File: src/rtl/padmux_pkg.sv
package padmux_pkg;

    localparam int CFG_W = 32;
    localparam int AF_W  = 3;
    localparam int SLOTS = 1 << AF_W;

    localparam logic [CFG_W-1:0] CFG_WMASK = 32'h0000_FFF7;
    localparam logic [CFG_W-1:0] CFG_RESET = 32'h0000_0880;

    typedef struct packed {
        logic [15:0]     rsvd_hi;
        logic            pull_sel;
        logic            pull_up;
        logic            pull_dn;
        logic [2:0]      drv;
        logic            slp_sel;
        logic            slp_data;
        logic            slp_oe_n;
        logic            edge_clr;
        logic            fall_en;
        logic            rise_en;
        logic            rsvd3;
        logic [AF_W-1:0] af;
    } pad_cfg_t;

    typedef struct packed {
        logic dout;
        logic oe;
        logic pu;
        logic pd;
    } pad_ctl_t;

    function automatic logic [CFG_W-1:0] cfg_filter(input logic [CFG_W-1:0] w);
        return w & CFG_WMASK;
    endfunction

endpackage

File: src/rtl/padmux_cfg_reg.sv
module padmux_cfg_reg
    import padmux_pkg::*;
(
    input  logic             clk,
    input  logic             rst,
    input  logic             wr,
    input  logic [CFG_W-1:0] wdata,
    output pad_cfg_t         cfg
);
    logic [CFG_W-1:0] word_q;

    always_ff @(posedge clk) begin
        if (rst) begin
            word_q <= CFG_RESET;
        end else if (wr) begin
            word_q <= cfg_filter(wdata);
        end
    end

    assign cfg = pad_cfg_t'(word_q);
endmodule

File: src/rtl/padmux_route.sv
module padmux_route
    import padmux_pkg::*;
#(
    parameter int NUM_AF = 8
) (
    input  pad_cfg_t          cfg,
    input  logic              lp_q,
    input  logic [NUM_AF-1:0] per_do,
    input  logic [NUM_AF-1:0] per_oe,
    input  logic [NUM_AF-1:0] per_pu,
    input  logic [NUM_AF-1:0] per_pd,
    output pad_ctl_t          ctl
);
    logic [SLOTS-1:0] do_x, oe_x, pu_x, pd_x;

    for (genvar i = 0; i < SLOTS; i++) begin : g_slot
        if (i < NUM_AF) begin : g_used
            assign do_x[i] = per_do[i];
            assign oe_x[i] = per_oe[i];
            assign pu_x[i] = per_pu[i];
            assign pd_x[i] = per_pd[i];
        end else begin : g_empty
            assign do_x[i] = 1'b0;
            assign oe_x[i] = 1'b0;
            assign pu_x[i] = 1'b0;
            assign pd_x[i] = 1'b0;
        end
    end

    logic sleep_ovr;
    logic pull_reg;

    always_comb begin
        sleep_ovr = lp_q & cfg.slp_sel;
        pull_reg  = sleep_ovr | cfg.pull_sel;
        if (sleep_ovr) begin
            ctl.dout = cfg.slp_data;
            ctl.oe   = ~cfg.slp_oe_n;
        end else begin
            ctl.dout = do_x[cfg.af];
            ctl.oe   = oe_x[cfg.af];
        end
        ctl.pu = pull_reg ? cfg.pull_up : pu_x[cfg.af];
        ctl.pd = pull_reg ? cfg.pull_dn : pd_x[cfg.af];
    end
endmodule

File: src/rtl/padmux_edge.sv
module padmux_edge #(
    parameter int SYNC_STAGES = 2
) (
    input  logic clk,
    input  logic rst,
    input  logic din,
    input  logic rise_en,
    input  logic fall_en,
    input  logic clr,
    output logic evt
);
    logic [SYNC_STAGES:0] sh_q;
    logic cur, prev, hit;

    always_ff @(posedge clk) begin
        if (rst) sh_q <= '0;
        else     sh_q <= {sh_q[SYNC_STAGES-1:0], din};
    end

    assign cur  = sh_q[SYNC_STAGES-1];
    assign prev = sh_q[SYNC_STAGES];
    assign hit  = (rise_en & cur & ~prev) | (fall_en & ~cur & prev);

    always_ff @(posedge clk) begin
        if (rst)      evt <= 1'b0;
        else if (clr) evt <= 1'b0;
        else if (hit) evt <= 1'b1;
    end
endmodule

File: src/rtl/padmux_cell.sv
module padmux_cell
    import padmux_pkg::*;
#(
    parameter int NUM_AF      = 8,
    parameter int SYNC_STAGES = 2
) (
    input  logic              clk,
    input  logic              rst,
    input  logic              cfg_wr,
    input  logic [31:0]       cfg_wdata,
    output logic [31:0]       cfg_rdata,
    input  logic [NUM_AF-1:0] per_do,
    input  logic [NUM_AF-1:0] per_oe,
    input  logic [NUM_AF-1:0] per_pu,
    input  logic [NUM_AF-1:0] per_pd,
    input  logic              lp_mode,
    input  logic              pad_di,
    input  logic              wake_en,
    output logic              pad_do,
    output logic              pad_oe,
    output logic              pad_pu,
    output logic              pad_pd,
    output logic [2:0]        pad_drv,
    output logic              edge_evt,
    output logic              wake_req
);
    pad_cfg_t cfg;
    pad_ctl_t ctl;
    logic     lp_q;

    always_ff @(posedge clk) begin
        if (rst) lp_q <= 1'b0;
        else     lp_q <= lp_mode;
    end

    padmux_cfg_reg u_cfg (
        .clk   (clk),
        .rst   (rst),
        .wr    (cfg_wr),
        .wdata (cfg_wdata),
        .cfg   (cfg)
    );

    padmux_route #(.NUM_AF(NUM_AF)) u_route (
        .cfg    (cfg),
        .lp_q   (lp_q),
        .per_do (per_do),
        .per_oe (per_oe),
        .per_pu (per_pu),
        .per_pd (per_pd),
        .ctl    (ctl)
    );

    padmux_edge #(.SYNC_STAGES(SYNC_STAGES)) u_edge (
        .clk     (clk),
        .rst     (rst),
        .din     (pad_di),
        .rise_en (cfg.rise_en),
        .fall_en (cfg.fall_en),
        .clr     (cfg.edge_clr),
        .evt     (edge_evt)
    );

    assign cfg_rdata = cfg;
    assign pad_do    = ctl.dout;
    assign pad_oe    = ctl.oe;
    assign pad_pu    = ctl.pu;
    assign pad_pd    = ctl.pd;
    assign pad_drv   = cfg.drv;
    assign wake_req  = edge_evt & wake_en;
endmodule

File: config.mk
export PLATFORM = sky130hd
export DESIGN_NAME = padmux_cell
export DESIGN_NICKNAME = d
export VERILOG_FILES = /design/src/rtl/padmux_pkg.sv /design/src/rtl/padmux_cfg_reg.sv /design/src/rtl/padmux_route.sv /design/src/rtl/padmux_edge.sv /design/src/rtl/padmux_cell.sv
export SDC_FILE = /design/constraint.sdc
export NUM_CORES = 1
export LEC_CHECK = 0
export BUFFER_PORTS_ARGS = -buffer_cell sky130_fd_sc_hd__buf_2
export CAP_MARGIN = 25
export CORE_MARGIN = 2
export CORE_UTILIZATION = 33
export DETAILED_ROUTE_END_ITERATION = 7
export PLACE_DENSITY = 0.76
export RECOVER_POWER = 100
export SLEW_MARGIN = 20
export SYNTH_ARGS = -nofsm -noshare
export SYNTH_HDL_FRONTEND = slang
export SYNTH_HIERARCHICAL = 1
export SYNTH_SLANG_ARGS = --single-unit
File: constraint.sdc
create_clock -name clk -period 1.2 [get_ports clk]
set_input_delay 0.06 -clock clk [delete_from_list [all_inputs] [get_ports clk]]
set_output_delay 0.06 -clock clk [all_outputs]
set_load 0.02 [all_outputs]
==> summary.md <==
| Metric | Value |
|---|---|
| Status | finished with violations |
| Failing checks | setup timing |
| ANT nets after route | 0 |
| Nets | 276 |
| DRC viols | 0 |
| Die Footprint | 0.00416 mm² |
| Vias in the first global route | 1,035 |
| Initial Utilization | 35.3% |
| Cells after Synth | 114 |
| R2r endpoint | u_cfg/cfg[0] |
| Main area contributors after synthesis | dfxtp_1 (33%), mux2i_1 (27%), buf_4 (12%) |
| Final setup fails | 4 |
| Global-route wire length before repair | 4710 µm |
| Die W | 64.5 µm |
| Final core occ | 51.9% |
| Clock root cell | clkbuf_4 |
| Setup ws final | -572 ps |
| Critical R2R Launch | u_cfg/cfg[0] |
| Reg2Reg Setup Slack | 270 ps |
| WS Path Type | reg2out |
| CTS clk-pin slew, worst paths | 110 ps |
| R2R cell count | 4 |
| Total gr overflow | 0 |
| Clk_lat worst skew | 290 ps |
| Synth Register Bits | 20 |
| TritonCTS Buffers | 3 |
| Yosys cell types | 18 |
| Worst path arrival time | 1710 ps |
| Fraction of layout cells with a size suffix above 1 | 39.0% |
| Vias | 1,089 |
| LEAKAGE | 0.000831 µW |
| Die H | 64.5 µm |
| Syn. warnings | 6 |
| WL/cell | 11.4 µm |
| Synth Area in Simple Gates | 9.84% |
| DR pass1 iterations | 4 |
| Post-Synth XOR/XNOR Area | 0% |
| Area Overhead vs Synth | 46.9% |
| Syn Area/Cell | 10.6 µm² |
| H-Tree Depth | 1 |
| Setup_tns | -2260 ps |
| Clk pwr share | 22.7% |
| Synth Area in Adders | 0% |
| Worst Path Required | 1140 ps |
| Mux contribution to synthesized area | 34.8% |
| Diodes inserted | 0 |
| Io pins | 111 |
| Post-synthesis sequential area ratio | 33.2% |
| Hold Vio Cnt, Final | 0 |
| Hold path endpoint | u_cfg/cfg[15] |
| Hpwl dp | 2040 µm |
| Area of the mapped netlist | 0.00121 mm² |
| DRT iter0 DRCs | 32 |
| PortBufs | 76 |
| Share of the synthesized area in the top cell type | 33.2% |
| Period utilization | 148% |
| Switch Pwr | 504 µW |
| Largest net degree at the start of global routing | 21 |
| Max Clock Skew | 7.86 ps |
| Gpl congestion | 0.693 |
| Hold path depth | 3 |
| Vias per std cell | 4.34 |
| HP Class | in2reg |
| Combinational share of power | 33.6% |
| Maximum clock rate | 0.564 GHz |
| Hold Crit Start | cfg_wdata[15] |
| Flop pwr share | 43.7% |
| Num Clock Sinks | 20 |
| Startpoint Class | register |
| Initial antenna violation count | 0 |
| Int Pwr | 1170 µW |
| Source of the critical timing path | u_cfg/cfg[0] |
| Maxcap violations | 0 |
| Switching share of power | 30.2% |
| Power per Cell Area | 941 mW/mm² |
| RSZ-0062 raised after global routing | true |
| Total GRT Usage | 14.4% |
| Max Root-Sink Buffers | 2 |
| Core area | 0.00342 mm² |
| Largest family of logic cells by synthesized area | multiplexers |
| Synth area leader | dfxtp_1 |
| CP endpoint kind | primary output |
| Crit path max fanout | 9 |
| Crit path time final | 1770 ps |
| Slew Limit Fails | 0 |
| Row count | 21 |
| Compound-cell area share of the yosys netlist | 2.59% |
| CTS tree | done |
| WL final | 2860 µm |
| Worst vdd ir | 0.688 mV |
-- stage by stage --
step                      power (µW)  std cells  worst slack [ps]  hold WS (ps)  instance area (µm²)
final                           1670        251              -572          7.47                 1770
after global routing            1790        251              -663          3.77                 1770
after CTS                       1700        251              -586         0.846                 1800
after detailed placement        1240        231              -303           272                 1570
after global placement          1230        231              -296           268                 1570
after floorplan                 1130        130              -306           123                 1320
-- synth_stat cells --
library cell	number
buf_2	1
mux4_2	4
nand3b_1	2
buf_6	2
nor2b_1	5
nand2_1	1
inv_1	4
conb_1	1
nor2_1	13
dfxtp_1	20
mux2i_1	33
nor2b_4	1
a311oi_1	1
buf_12	2
buf_4	20
and2_1	1
a21oi_1	1
a211o_1	2
-- power groups by stage --
stage	combinational [µW]	sequential, µW	clock [µW]
3_3_place_gp	478	755	0
5_1_grt	603	737	449
2_1_floorplan	352	782	0
6_report	561	730	379
4_1_cts	574	729	402
3_5_place_dp	484	756	0
-- critical path, cell delays in order (launching register included) --
cell and delay [ps]:
dfxtp_4 370, buf_12 140, mux2i_1 110, mux4_2 500, mux2i_4 160, buf_6 140
-- flip-flops by register name, summed over array words and instances (netlist names) --
name,cells
u_edge/sh_q,3
u_cfg/cfg,15
u_edge/evt,1
lp_q,1
-- what timing repair did --
action,in CTS,in global routing
hold buffers,14,0
resized for setup,9,0
setup buffers,2,0
endpoints found under the hold margin,14,0
endpoints found under the setup margin,5,5
-- cell families after synthesis --
family                 Yosys count
AO/OA/AOI/OAI                    4
flip-flops                      20
buffers and inverters           29
other                            1
AND/OR/NAND/NOR                 23
multiplexers                    37
-- worst max path at each step --
| stage | depth (start not counted) | end | slack [ps] |
|---|---|---|---|
| after floorplan | 5 | pad_do | -310 |
| after global placement | 4 | pad_pd | -300 |
| after detailed placement | 4 | pad_do | -300 |
| after CTS | 5 | pad_pd | -590 |
| after global routing | 5 | pad_oe | -660 |
| final | 5 | pad_pu | -570 |
-- routing by layer --
| layer | GRT usage [%] | wire length (µm) | vias up | part of all wire, % |
|---|---|---|---|---|
| met1 | 16.3 | 1170 | 489 | 41 |
| met2 | 27.0 | 1400 | 64 | 49 |
| met4 | 1.33 | 0 | 0 | 0 |
| met3 | 5.21 | 290 | 0 | 10 |
| met5 | 0 | 0 | - | 0 |
| li1 | - | - | 536 | - |
-- cell usage in the layout, fill, tap and decap left out --
cell | netlist | layout
buf_2 | 1 | 56
mux2i_1 | 33 | 29
dfxtp_1 | 20 | 19
conb_1 | 1 | 17
clkbuf_1 | 0 | 16
dlygate4sd3_1 | 0 | 14
nor2_1 | 13 | 13
buf_6 | 2 | 5
nor2b_1 | 5 | 5
inv_1 | 4 | 4
mux4_2 | 4 | 4
mux2i_4 | 0 | 4
clkbuf_4 | 0 | 3
clkbuf_2 | 0 | 2
buf_4 | 20 | 2
a211o_1 | 2 | 2
nand3b_1 | 2 | 2
and2_1 | 1 | 1
nor2b_2 | 0 | 1
clkbuf_8 | 0 | 1
dfxtp_4 | 0 | 1
a311oi_1 | 1 | 1
nand2_1 | 1 | 1
a21oi_1 | 1 | 1
buf_12 | 2 | 1
-- final cells by class --
type	count	area (µm²)
clock buffer	4	36.3
fill	323	1640
inverter	4	15.0
multi-input combinational	81	679
sequential	20	404
tap	46	57.6
timing repair buffer	96	582
(Power assumes the default switching activity.)
